File: src/rtl/pwr_pkg.sv
package pwr_pkg;
  localparam int PCON_W  = 8;
  localparam int BIT_IDL = 0;
  localparam int BIT_PD  = 1;
  localparam logic [PCON_W-1:0] WR_MASK = 8'h8F;

  typedef enum logic [1:0] {
    MODE_RUN   = 2'd0,
    MODE_IDLE  = 2'd1,
    MODE_PDOWN = 2'd2
  } pwr_mode_e;

  function automatic pwr_mode_e decode_mode(input logic [PCON_W-1:0] r);
    if (r[BIT_PD])       return MODE_PDOWN;
    else if (r[BIT_IDL]) return MODE_IDLE;
    else                 return MODE_RUN;
  endfunction
endpackage

File: src/rtl/pwr_rst_qual.sv
module pwr_rst_qual #(
  parameter int SYNC_STAGES = 2,
  parameter int HOLD_CYC    = 24
) (
  input  logic clk,
  input  logic rst,
  input  logic pin_i,
  output logic rst_q_o
);
  localparam int CNT_W = $clog2(HOLD_CYC + 1);
  localparam logic [CNT_W-1:0] CNT_TOP = CNT_W'(HOLD_CYC);

  logic [SYNC_STAGES-1:0] sync_q;
  logic                   pin_s;
  logic [CNT_W-1:0]       cnt_q, cnt_d;

  always_ff @(posedge clk) begin
    if (rst) sync_q <= '0;
    else     sync_q <= {sync_q[SYNC_STAGES-2:0], pin_i};
  end

  assign pin_s = sync_q[SYNC_STAGES-1];

  always_comb begin
    if (!pin_s)                cnt_d = '0;
    else if (cnt_q == CNT_TOP) cnt_d = cnt_q;
    else                       cnt_d = cnt_q + 1'b1;
  end

  always_ff @(posedge clk) begin
    if (rst) begin
      cnt_q   <= '0;
      rst_q_o <= 1'b0;
    end else begin
      cnt_q   <= cnt_d;
      rst_q_o <= (cnt_d == CNT_TOP);
    end
  end
endmodule

File: src/rtl/pwr_ctl_reg.sv
module pwr_ctl_reg
  import pwr_pkg::*;
(
  input  logic              clk,
  input  logic              clr,
  input  logic              wr_en_i,
  input  logic [PCON_W-1:0] wr_data_i,
  input  logic              wake_i,
  output logic [PCON_W-1:0] pcon_q_o,
  output logic [PCON_W-1:0] pcon_d_o
);
  pwr_mode_e cur_mode;

  assign cur_mode = decode_mode(pcon_q_o);

  always_comb begin
    pcon_d_o = pcon_q_o;
    unique case (cur_mode)
      MODE_RUN: begin
        if (wr_en_i) begin
          pcon_d_o = wr_data_i & WR_MASK;
          if (wr_data_i[BIT_PD]) pcon_d_o[BIT_IDL] = 1'b0;
        end
      end
      MODE_IDLE: begin
        if (wake_i) pcon_d_o[BIT_IDL] = 1'b0;
      end
      default: ;
    endcase
    if (clr) pcon_d_o = '0;
  end

  always_ff @(posedge clk) begin
    if (clr) pcon_q_o <= '0;
    else     pcon_q_o <= pcon_d_o;
  end
endmodule

File: src/rtl/pwr_out_drv.sv
module pwr_out_drv
  import pwr_pkg::*;
(
  input  logic              clk,
  input  logic              rst,
  input  logic              clr,
  input  logic [PCON_W-1:0] pcon_d_i,
  input  logic              rst_int_i,
  input  logic              ea_pin_i,
  output logic              cpu_ce_o,
  output logic              per_ce_o,
  output logic              strobe_hold_o,
  output logic              strobe_level_o,
  output logic              ea_o
);
  pwr_mode_e nxt_mode;

  assign nxt_mode = decode_mode(pcon_d_i);

  always_ff @(posedge clk) begin
    if (clr) begin
      cpu_ce_o       <= 1'b1;
      per_ce_o       <= 1'b1;
      strobe_hold_o  <= 1'b0;
      strobe_level_o <= 1'b0;
    end else begin
      cpu_ce_o       <= (nxt_mode == MODE_RUN);
      per_ce_o       <= (nxt_mode != MODE_PDOWN);
      strobe_hold_o  <= (nxt_mode != MODE_RUN);
      strobe_level_o <= (nxt_mode == MODE_IDLE);
    end
  end

  always_ff @(posedge clk) begin
    if (rst)            ea_o <= 1'b0;
    else if (rst_int_i) ea_o <= ea_pin_i;
  end
endmodule

File: src/rtl/pwr_mode_ctl.sv
module pwr_mode_ctl
  import pwr_pkg::*;
#(
  parameter int OSC_PER_MCYC = 12,
  parameter int HOLD_MCYC    = 2,
  parameter int SYNC_STAGES  = 2
) (
  input  logic              clk,
  input  logic              rst,
  input  logic              rst_pin_i,
  input  logic              ea_pin_i,
  input  logic              wr_en_i,
  input  logic [PCON_W-1:0] wr_data_i,
  input  logic              wake_i,
  output logic              cpu_ce_o,
  output logic              per_ce_o,
  output logic              strobe_hold_o,
  output logic              strobe_level_o,
  output logic              rst_int_o,
  output logic              ea_o,
  output logic [PCON_W-1:0] pcon_o
);
  localparam int HOLD_CYC = OSC_PER_MCYC * HOLD_MCYC;

  logic              clr;
  logic [PCON_W-1:0] pcon_d;

  assign clr = rst | rst_int_o;

  pwr_rst_qual #(
    .SYNC_STAGES(SYNC_STAGES),
    .HOLD_CYC   (HOLD_CYC)
  ) u_qual (
    .clk    (clk),
    .rst    (rst),
    .pin_i  (rst_pin_i),
    .rst_q_o(rst_int_o)
  );

  pwr_ctl_reg u_reg (
    .clk      (clk),
    .clr      (clr),
    .wr_en_i  (wr_en_i),
    .wr_data_i(wr_data_i),
    .wake_i   (wake_i),
    .pcon_q_o (pcon_o),
    .pcon_d_o (pcon_d)
  );

  pwr_out_drv u_drv (
    .clk           (clk),
    .rst           (rst),
    .clr           (clr),
    .pcon_d_i      (pcon_d),
    .rst_int_i     (rst_int_o),
    .ea_pin_i      (ea_pin_i),
    .cpu_ce_o      (cpu_ce_o),
    .per_ce_o      (per_ce_o),
    .strobe_hold_o (strobe_hold_o),
    .strobe_level_o(strobe_level_o),
    .ea_o          (ea_o)
  );
endmodule

File: config.mk
export PLATFORM = sky130hd
export DESIGN_NAME = pwr_mode_ctl
export DESIGN_NICKNAME = d
export VERILOG_FILES = /design/src/rtl/pwr_pkg.sv /design/src/rtl/pwr_rst_qual.sv /design/src/rtl/pwr_ctl_reg.sv /design/src/rtl/pwr_out_drv.sv /design/src/rtl/pwr_mode_ctl.sv
export SDC_FILE = /design/constraint.sdc
export NUM_CORES = 1
export LEC_CHECK = 0
export BUFFER_PORTS_ARGS = -buffer_cell sky130_fd_sc_hd__buf_2
export CORE_MARGIN = 4
export CORE_UTILIZATION = 50
export DETAILED_ROUTE_END_ITERATION = 8
export GPL_TIMING_DRIVEN = 0
export HOLD_SLACK_MARGIN = 0.02
export PLACE_DENSITY = 0.81
export SLEW_MARGIN = 20
export SYNTH_ARGS = -nofsm -noshare
export SYNTH_HDL_FRONTEND = slang
export SYNTH_HIERARCHICAL = 1
export SYNTH_SLANG_ARGS = --single-unit
File: constraint.sdc
create_clock -name clk -period 3.6 [get_ports clk]
set_input_delay 0.72 -clock clk [delete_from_list [all_inputs] [get_ports clk]]
set_output_delay 0.72 -clock clk [all_outputs]
set_load 0.05 [all_outputs]
Yosys cells after proc, flatten, opt, wreduce, memory -nomap -nowiden
Cells that the tools add are included.
{"block": "word_totals", "word_cells": 33, "regBits": 18, "input_bits": 14, "out_inout_bits": 14}
{"block": "op_classes", "reduce_logical": 4, "n_eq_ne": 5, "bitwise_logic": 1, "mux": 12, "addsub": 1}
{"cell": "equality test 5 bit (second input constant)", "n": 2}
{"cell": "two-way mux 5 bit", "n": 2}
{"cell": "two-way mux 2 bit", "n": 4}
{"cell": "adder 5 x 1 -> 5 bit (second input constant)", "n": 1}
{"cell": "two-way mux 1 bit", "n": 5}
{"cell": "equality test 2 x 1 -> 1 bit (second input constant)", "n": 2}
{"cell": "logical NOT 2 bit", "n": 2}
{"cell": "inequality test 2 bit (second input constant)", "n": 1}
{"cell": "one-hot mux 1 bit (2 select lines)", "n": 1}
{"cell": "AND reduction 2 bit", "n": 1}
{"cell": "nonzero test 2 bit", "n": 1}
{"cell": "bitwise OR 1 bit", "n": 1}

Depth between registers and ports, before layout
Gate-level depths: netlist of the first run.
{"block": "logic_depth", "word_depth": 8, "mapped_depth": 5, "depth_no_buf": 5}

By module
The synthesis of the first run kept the hierarchy.
{"mod": "pwr_ctl_reg", "cells_per_inst": 38, "n_inst": 1, "seq_area_each_um2": 160.2, "area_each_um2": 399.1}
{"mod": "pwr_rst_qual", "cells_per_inst": 39, "n_inst": 1, "seq_area_each_um2": 160.2, "area_each_um2": 367.9}
{"mod": "pwr_out_drv", "cells_per_inst": 12, "n_inst": 1, "seq_area_each_um2": 100.1, "area_each_um2": 141.4}
{"mod": "pwr_mode_ctl", "cells_per_inst": 1, "n_inst": 1, "seq_area_each_um2": 0.0, "area_each_um2": 6.3}

Worst setup path before layout of the first run
OpenSTA, ideal clock, no wires.
{"block": "synth_path", "path_kind": "input port to flip-flop", "start": "input rst", "end": "register u_drv.cpu_ce_o", "required_ns": 3.480, "stages": 5, "slack_ns": 1.763, "arrival_time_ns": 1.717, "setup_time_ns": 0.120, "n_path_buf": 1, "path_cell_list": "or2_1 -> clkbuf_1 -> a221oi_1 -> nor2_1 -> or2_1"}
{"block": "synth_between", "elab_chain_cells": 5}
{"item": "start, declared", "line_no": "pwr_mode_ctl.sv:9", "text": "input logic rst,"}
{"item": "bitwise OR 1 bit", "line_no": "pwr_mode_ctl.sv:28", "text": "assign clr = rst | rst_int_o;"}
{"item": "two-way mux 2 bit", "line_no": "pwr_ctl_reg.sv:30", "text": "if (clr) pcon_d_o = '0;"}
{"item": "net pcon_d[0]", "line_no": "pwr_mode_ctl.sv:26", "text": "logic [PCON_W-1:0] pcon_d;"}
{"item": "two-way mux 1 bit", "line_no": "pwr_pkg.sv:15", "text": "else if (r[BIT_IDL]) return MODE_IDLE;"}
{"item": "two-way mux 2 bit", "line_no": "pwr_pkg.sv:14", "text": "if (r[BIT_PD]) return MODE_PDOWN;"}
{"item": "logical NOT 2 bit", "line_no": "pwr_out_drv.sv:27", "text": "cpu_ce_o <= (nxt_mode == MODE_RUN);"}
{"item": "end signal, assigned", "line_no": "pwr_out_drv.sv:27"}
{"item": "end, declared", "line_no": "pwr_out_drv.sv:10", "text": "output logic cpu_ce_o,"}
The timed path passes the listed nets, and every way through them passes these cells.
A chain may end at the register's enable or synchronous reset.

Worst setup path in the final report of the first run
{"block": "layout_path", "start": "input rst", "end": "register u_drv.cpu_ce_o"}
{"block": "layout_between", "elab_chain_cells": 5}
{"item": "bitwise OR 1 bit", "line_no": "pwr_mode_ctl.sv:28"}
{"item": "net clr", "line_no": "pwr_mode_ctl.sv:25", "text": "logic clr;"}
{"item": "two-way mux 2 bit", "line_no": "pwr_ctl_reg.sv:30"}
{"item": "net pcon_d[0]", "line_no": "pwr_mode_ctl.sv:26"}
{"item": "two-way mux 1 bit", "line_no": "pwr_pkg.sv:15"}
{"item": "two-way mux 2 bit", "line_no": "pwr_pkg.sv:14"}
{"item": "logical NOT 2 bit", "line_no": "pwr_out_drv.sv:27"}
The timed path passes the listed nets, and every way through them passes these cells.

==> qor.txt, run 1 <==
Floorplan core area: 1560 sq um
Total clock buffers created by CTS: 3
Minimum setup slack after placement: 1.46 ns
Count of inserted antenna diode cells: 0
Layout filler cell count: 120
Worst reg-to-reg setup slack: 1.98 ns
Largest driver fanout on the critical path: 11
Global-route wire length before repair: 2680 um
Clock insertion delay at the later pin of the skew report: 0.31 ns
Final setup violation count: 0
CP Data Required Time: 3.81 ns
Area overhead of the layout relative to synthesis: 19.4%
Remaining DRCs: 0
Final worst setup slack: 1.81 ns
Crit end category: flip-flop
Crit share post-route: 49.7%
Synth Net Count: 100
Total of buffers placed on input and output ports: 24
Final-report max-slew violation count: 0
Clk pin slew, worst setup/hold paths: 0.12 ns
Clock tree root buffer cell: clkbuf_4
Placed instance area: 1000 sq um
Setup tns final: 0 ns
Placer congestion estimate: 0.759
Clock tree from TritonCTS: yes
Worst Skew: 0.00332 ns
HPWL reported at the end of detailed placement: 1140 um
Leading cell type in the layout, fill and taps excluded: buf_2
Cell Area, Synth: 862 sq um
Power, Total: 418 uW
Post-CTS setup-driven buffer insertion count: 0
Maximum vdd drop: 0.230 mV
Pleak: 0.000433 uW
Number of cells produced by synthesis: 84
Antenna violations before repair: 0
Post-route minimum period: 1.79 ns
Maximum number of pins on one net before global-route repair: 13
DIE HEIGHT: 49.5 um
IO Pins: 28
Final design utilization: 66.1%
Global-route usage over all layers: 14.2%
Number of global-route vias before repair: 657
Yosys warnings: 6
GR Overflow Total: 0
Resized cells post-CTS: 0
Post-detailed-routing wire length: 1500 um
Mean Syn Cell Area: 10.3 sq um
Startpoint of the worst-slack reg-to-reg timing path: u_qual/rst_q_o$_SDFF_PP0_
Site row count: 14
Wire per inst: 11.7 um
Normalized max-slew margin: 76.9%
DRC violation total after the first TritonRoute iteration: 21
Unrepaired setup endpoints after global routing: false
Worst-case clock buffer depth: 2
Average via count per standard cell: 5.20
Die area: 2450 sq um
Destination of the critical timing path: u_drv/cpu_ce_o$_SDFF_PP1_
Worst-case reg-to-reg path depth: 5
# nets final: 129
R2R Path End: u_drv/cpu_ce_o$_SDFF_PP1_
Category of the critical setup timing path: input pin to flip-flop
Layout cells sized above 1: 28.6%
Initial cell density of the core: 55.3%
Number of max-cap violations: 0
Status: complete, no violations
Pre-Repair DR Iteration Count: 4
Worst Setup SP: rst
Power density relative to cell area: 406 nW/um^2
Post-route cell area: 1030 sq um
H-tree levels: 1
Number of hold buffers added after CTS: 0
Combined area of the multi-input logic cells: 404 sq um
Arrival time reported for the critical path endpoint: 2.00 ns
Chip Width: 49.5 um
Final count of hold timing violations: 0
Commonest cells after routing, fill and taps aside: buf_2, dfxtp_1, nand2b_1
Startpoint Class: input pin
Post-detailed-route count of antenna-violating nets: 0
Clock Sink Count: 21
Slew at the pin closest to its max-slew limit: 0.347 ns
Via count of the routed design: 666
Area taken by flip-flops and latches: 420 sq um
Maximum clock frequency: 559 MHz
Worst min path class: flip-flop to flip-flop
-- layout make-up --
cell class	instances	share of cell area, %
multi-input cells	55	39.2
clock buffers	3	2.19
repair buffers	24	11.7
clock inverters	1	0.486
flip-flops and latches	21	40.8
well taps	16	1.94
inverters	6	2.19
plain buffers	2	1.46
-- how the worst min path moves through the flow --
stage | endpoint | start | cells past startpoint
global placement | u_qual/sync_q[1]$_SDFF_PP0_ | u_qual/sync_q[0]$_SDFF_PP0_ | 1
global route | u_qual/sync_q[1]$_SDFF_PP0_ | u_qual/sync_q[0]$_SDFF_PP0_ | 1
finish | u_qual/sync_q[1]$_SDFF_PP0_ | u_qual/sync_q[0]$_SDFF_PP0_ | 1
detailed placement | u_qual/sync_q[1]$_SDFF_PP0_ | u_qual/sync_q[0]$_SDFF_PP0_ | 1
CTS | u_qual/sync_q[1]$_SDFF_PP0_ | u_qual/sync_q[0]$_SDFF_PP0_ | 1
floorplan | u_qual/sync_q[1]$_SDFF_PP0_ | u_qual/sync_q[0]$_SDFF_PP0_ | 1
-- per-stage QoR --
step / hold WS, ns / cells
2_1_floorplan: 0.414 / 84
6_report: 0.455 / 128
3_5_place_dp: 0.433 / 124
4_1_cts: 0.461 / 128
5_1_grt: 0.469 / 128
3_3_place_gp: 0.420 / 124
-- critical path, cell delays in order --
cell	delay, ns
buf_2	0.12
or2_1	0.31
clkbuf_1	0.21
a221oi_1	0.33
nor2_1	0.09
or2_1	0.21
-- sequential cells by signal, indices dropped and copies added, names as in the netlist --
register	flops
u_qual/cnt_q	5
u_drv/strobe_hold_o	1
u_drv/ea_o	1
u_reg/pcon_q_o	8
u_qual/rst_q_o	1
u_drv/strobe_level_o	1
u_qual/sync_q	2
u_drv/per_ce_o	1
u_drv/cpu_ce_o	1
-- power by group --
part | internal [uW] | leakage (uW) | switching [uW] | total, uW
combinational | 21.3 | 0.000245 | 38.2 | 59.6
sequential | 240 | 0.000171 | 4.83 | 245
clock | 41.5 | 0.0000177 | 72.3 | 114
-- per-layer routing --
metal  part of all wire (%)  wire, um  global-route usage, %  vias up
met1                     44       665                   16.4      303
met5                      0         0                      0        -
met4                    2.3        34                   6.91        0
met2                     47       698                   23.6       22
met3                    6.7       101                   4.22        5
li1                       -         -                      -      336
(Power assumes the default switching activity.)
==> run 2: changes to the inputs <==
--- a/config.mk
+++ b/config.mk
@@ -5,13 +5,14 @@
 export SDC_FILE = /design/constraint.sdc
 export NUM_CORES = 1
 export LEC_CHECK = 0
+export ABC_AREA = 1
 export BUFFER_PORTS_ARGS = -buffer_cell sky130_fd_sc_hd__buf_2
 export CORE_MARGIN = 4
-export CORE_UTILIZATION = 50
+export CORE_UTILIZATION = 43
 export DETAILED_ROUTE_END_ITERATION = 8
 export GPL_TIMING_DRIVEN = 0
 export HOLD_SLACK_MARGIN = 0.02
-export PLACE_DENSITY = 0.81
+export PLACE_DENSITY = 0.75
 export SLEW_MARGIN = 20
 export SYNTH_ARGS = -nofsm -noshare
 export SYNTH_HDL_FRONTEND = slang
==> constraint.sdc (replaced) <==
create_clock -name clk -period 1.45 [get_ports clk]
set_input_delay 0.29 -clock clk [delete_from_list [all_inputs] [get_ports clk]]
set_output_delay 0.29 -clock clk [all_outputs]
set_load 0.05 [all_outputs]
==> run 2 against run 1 <==
Clock skew increased by 0.0026 ns. Register-to-register slack worse by 1.8 ns. Largest power group unchanged. Largest cell class unchanged. Core utilization shrank 8.9 points. Worst setup slack worse by 1.7 ns. Synthesized cell count up 32%. Worst hold slack lost 0.27 ns. Critical path type is now flip-flop to output pin. Sequential power is 150% higher. Die area grew 11%. Critical path depth is 5 lower. Count of clock-buffer cells in the layout unchanged. Sequential share of layout area is 0.45 points higher. Final area fell by 1.1%.
==> qor.txt, run 2 <==
Layout cells sized above 1: 28.1%
Initial cell density of the core: 47.1%
Clock Sink Count: 21
Crit share post-route: 89.2%
Pleak: 0.000527 uW
Slowest-stage cell, CP: dfxtp_1
Synth Net Count: 127
HPWL reported at the end of detailed placement: 1240 um
IO Pins: 28
Wire per inst: 9.31 um
Clk pin slew, worst setup/hold paths: 0.11 ns
# nets final: 156
CP Data Required Time: 1.16 ns
Global-route usage over all layers: 12.6%
Post-route minimum period: 1.29 ns
Leading cell type in the layout, fill and taps excluded: nor2_1
Worst min path class: input pin to flip-flop
Crit end category: output pin
Worst Skew: 0.00593 ns
Unrepaired setup endpoints after global routing: false
Commonest cells after routing, fill and taps aside: nor2_1, buf_2, inv_1
GR Overflow Total: 0
Delay of the slowest cell on the worst path: 0.41 ns
Largest registers in the final layout: u_reg/pcon_q_o: 8 flops, u_qual/cnt_q: 5 flops, u_qual/sync_q: 2 flops
Register name with the most flops: u_reg/pcon_q_o
Remaining DRCs: 0
Slew at the pin closest to its max-slew limit: 0.259 ns
Clock tree root buffer cell: clkbuf_4
Number of flip-flops under the largest register name: 8
Number of hold buffers added after CTS: 0
Number of max-cap violations: 0
Maximum clock frequency: 773 MHz
Setup tns final: 0 ns
Cell-by-cell listing of the critical path: buf_2
Pre-Repair DR Iteration Count: 5
Via count of the routed design: 722
Area overhead of the layout relative to synthesis: 21.3%
Post-detailed-route count of antenna-violating nets: 0
Power density relative to cell area: 1010 nW/um^2
Antenna violations before repair: 0
Post-CTS setup-driven buffer insertion count: 0
Resized cells post-CTS: 0
Final setup violation count: 0
Chip Width: 52.2 um
Arrival time reported for the critical path endpoint: 1.00 ns
Normalized max-slew margin: 82.7%
Count of cells along the worst hold path: 3
WP depth: 1
Worst path top cell family by delay: flip-flops
Combined buffer and inverter count along the critical path: 1
Minimum setup slack after placement: 0.213 ns
Number of cells produced by synthesis: 111
Global-route wire length before repair: 2490 um
H-tree levels: 1
Final-report max-slew violation count: 0
Category of the critical setup timing path: flip-flop to output pin
Final design utilization: 57.1%
DIE HEIGHT: 52.2 um
Cell Area, Synth: 840 sq um
Largest driver fanout on the critical path: 5
Site row count: 15
Floorplan core area: 1780 sq um
Clock insertion delay at the later pin of the skew report: 0.30 ns
Worst-case clock buffer depth: 2
Mean Syn Cell Area: 7.56 sq um
Final Hold Slack: 0.185 ns
Final count of hold timing violations: 0
Total clock buffers created by CTS: 3
Average via count per standard cell: 4.40
Maximum number of pins on one net before global-route repair: 13
Yosys warnings: 6
Clock tree from TritonCTS: yes
Worst-case reg-to-reg path depth: 9
Status: complete, no violations
Total of buffers placed on input and output ports: 24
Maximum vdd drop: 0.655 mV
Count of inserted antenna diode cells: 0
Post-detailed-routing wire length: 1530 um
Number of global-route vias before repair: 633
DRC violation total after the first TritonRoute iteration: 9
Final worst setup slack: 0.156 ns
Startpoint Class: flip-flop
Die area: 2720 sq um
Placer congestion estimate: 0.759
[run 2: cell type report]
class                      count  area, sq um
clock inverter                 1         5.00
clock buffer                   3         22.5
inverter                      27          101
fill                         178          764
timing repair buffer          24          120
tap                           25         31.3
sequential                    21          420
multi-input combinational     63          318
[run 2: per-stage QoR]
stage | instance area (sq um) | total power [uW] | std cells
after floorplan | 840 | 727 | 111
after global placement | 991 | 764 | 160
after detailed placement | 991 | 770 | 160
after CTS | 1020 | 1040 | 164
after global routing | 1020 | 1090 | 164
final | 1020 | 1030 | 164
[run 2: path summary, 6_finish.rpt]
kind | start | to | slack, ns
max | u_reg/pcon_q_o[1]$_SDFF_PP0_ | pcon_o[1] | 0.16
min | rst_pin_i | u_qual/sync_q[0]$_SDFF_PP0_ | 0.18
min reg2reg | u_qual/sync_q[0]$_SDFF_PP0_ | u_qual/sync_q[1]$_SDFF_PP0_ | 0.41
max reg2reg | u_qual/cnt_q[0]$_SDFF_PP0_ | u_qual/rst_q_o$_SDFF_PP0_ | 0.18
[run 2: metal layers]
layer	GRT usage (%)	share of wire [%]	vias to the layer above
met5	0	0	-
met4	7.66	1.9	0
met3	2.56	6.4	4
met2	22.8	50	20
met1	13.1	42	320
li1	-	-	378
[run 2: power by group]
group	total, uW	switching (uW)	internal (uW)
logic	148	106	42.8
clock network	273	170	103
registers	607	10.7	596
==> run 3: changes to the inputs <==
--- a/config.mk
+++ b/config.mk
@@ -7,6 +7,7 @@
 export LEC_CHECK = 0
 export ABC_AREA = 1
 export BUFFER_PORTS_ARGS = -buffer_cell sky130_fd_sc_hd__buf_2
+export CORE_ASPECT_RATIO = 0.9
 export CORE_MARGIN = 4
 export CORE_UTILIZATION = 43
 export DETAILED_ROUTE_END_ITERATION = 8
==> run 3 against run 2 <==
Count of clock-buffer cells in the layout increased by 1. Worst setup slack improved by 0.016 ns. Worst hold slack improved by 0.012 ns. Die area about the same. Fmax increased by 1.3%. Critical endpoint is now pcon_o[0].
==> qor.txt, run 3 (same netlist as run 2, synthesis figures left out) <==
Uppermost routed layer: met3
Maximum number of pins on one net before global-route repair: 12
Startpoint of the worst-slack reg-to-reg timing path: u_qual/cnt_q[0]$_SDFF_PP0_
Number of flip-flops under the largest register name: 8
# placed instances: 159
Worst Setup SP: u_reg/pcon_q_o[0]$_SDFF_PP0_
Startpoint Class: flip-flop
Commonest cells after routing, fill and taps aside: nor2_1, buf_2, inv_1
Placer congestion estimate: 0.815
Worst-case clock buffer depth: 2
Register name with the most flops: u_reg/pcon_q_o
Cell-internal power: 746 uW
Final design utilization: 58.0%
R2R Path End: u_qual/rst_q_o$_SDFF_PP0_
Pleak: 0.000524 uW
Routed met1 length: 630 um
Final setup violation count: 0
HPWL reported at the end of detailed placement: 1180 um
Pre-Repair DR Iteration Count: 4
Initial cell density of the core: 47.9%
Global-route usage over all layers: 12.2%
Leading cell type in the layout, fill and taps excluded: nor2_1
Met2 WL: 727 um
Power, Total: 1020 uW
Clock tree root buffer cell: clkbuf_4
Worst min path class: input pin to flip-flop
Hold path start: rst_pin_i
Resized cells post-CTS: 0
Count of cells along the worst hold path: 3
Via count of the routed design: 688
Worst Skew: 0.00382 ns
Combined buffer and inverter count along the critical path: 1
Switching pwr: 272 uW
Unrepaired setup endpoints after global routing: false
# nets final: 156
Chip Width: 54.6 um
Floorplan core area: 1750 sq um
Area overhead of the layout relative to synthesis: 21.0%
Post-detailed-route count of antenna-violating nets: 0
Power density relative to cell area: 1000 nW/um^2
Post-CTS setup-driven buffer insertion count: 0
Layout cells sized above 1: 27.3%
Share of total power in combinational logic: 14.5%
Site row count: 14
Slew at the pin closest to its max-slew limit: 0.245 ns
Delay of the slowest cell on the worst path: 0.41 ns
Largest registers in the final layout: u_reg/pcon_q_o: 8 flops, u_qual/cnt_q: 5 flops, u_qual/sync_q: 2 flops
Post-detailed-routing wire length: 1450 um
Maximum clock frequency: 783 MHz
Arrival time reported for the critical path endpoint: 0.99 ns
Category of the critical setup timing path: flip-flop to output pin
H-tree levels: 1
Layout filler cell count: 181
Setup tns final: 0 ns
Largest driver fanout on the critical path: 4
DIE HEIGHT: 49.9 um
Clock insertion delay at the later pin of the skew report: 0.29 ns
DRC violation total after the first TritonRoute iteration: 6
Slowest-stage cell, CP: dfxtp_1
Cell-by-cell listing of the critical path: buf_2
Met3 wirelength from detailed routing: 92 um
CP Data Required Time: 1.16 ns
Normalized max-slew margin: 83.6%
Total of buffers placed on input and output ports: 24
Worst path top cell family by delay: flip-flops
Total clock buffers created by CTS: 3
Clock Sink Count: 21
Crit end category: output pin
Count of inserted antenna diode cells: 0
Number of hold buffers added after CTS: 0
Status: complete, no violations
Final-report max-slew violation count: 0
Clock network power share: 25.8%
Clock tree from TritonCTS: yes
Crit share post-route: 88.1%
Die area: 2720 sq um
Maximum vdd drop: 0.880 mV
Area taken by flip-flops and latches: 420 sq um
Number of max-cap violations: 0
Wire per inst: 8.89 um
Endpoint with the worst hold slack: u_qual/sync_q[0]$_SDFF_PP0_
Antenna violations before repair: 0
Non-filler instance count after layout: 163
Global-route wire length before repair: 2530 um
Worst-case reg-to-reg path depth: 9
GR Overflow Total: 0
Final count of hold timing violations: 0
Combined area of the multi-input logic cells: 318 sq um
Remaining DRCs: 0
Worst reg-to-reg setup slack: 0.18 ns
Final Hold Slack: 0.197 ns
Post-route minimum period: 1.28 ns
Sequential Power Share: 59.6%
IO Pins: 28
Average via count per standard cell: 4.22
Switching share of power: 26.7%
Number of global-route vias before repair: 640
Clk pin slew, worst setup/hold paths: 0.10 ns
==> run 3: changes by cell type in the layout (fill, tap and decap cells not counted), sizes merged <==
| cell | previous run | this run |
|---|---|---|
| clkinv | 1 | 0 |
| clkbuf | 3 | 4 |
==> run 3: layout make-up <==
class	instances	share of cell area [%]
Tap cell	24	2.96
Multi-Input combinational cell	63	31.3
Timing Repair Buffer	24	11.8
Inverter	27	9.98
Sequential cell	21	41.4
Clock buffer	4	2.59
==> run 3: how the worst max path moves through the flow <==
stage	endpoint	slack, ns	cells past startpoint
final	pcon_o[0]	0.17	1
after global routing	u_qual/rst_q_o$_SDFF_PP0_	0.08	9
after CTS	pcon_o[0]	0.16	1
after detailed placement	u_qual/rst_q_o$_SDFF_PP0_	0.21	9
after global placement	u_qual/rst_q_o$_SDFF_PP0_	0.25	9
after floorplan	u_drv/strobe_level_o$_SDFF_PP0_	0.12	3
==> run 3: stage by stage <==
stage / area [sq um] / worst slack, ns
after floorplan: 840 / 0.115
after global placement: 990 / 0.252
after detailed placement: 990 / 0.213
after CTS: 1020 / 0.159
after global routing: 1020 / 0.0822
final: 1020 / 0.172
==> run 3: power by group through the flow <==
stage	registers [uW]	logic (uW)	clock network (uW)
final	606	148	263
after global placement	619	146	0
after CTS	607	149	276
after global routing	610	162	303
after detailed placement	620	149	0
after floorplan	675	51.9	0
==> run 3: routing by layer <==
metal / up-vias / global-route usage (%)
met5: - / 0
met4: 0 / 2.49
met3: 0 / 5.12
met2: 12 / 20.5
met1: 298 / 14.1
li1: 378 / -
==> run 3: worst min-delay path: stages <==
cell,delay (ns)
buf_2,0.09
inv_1,0.04
nor2_1,0.03
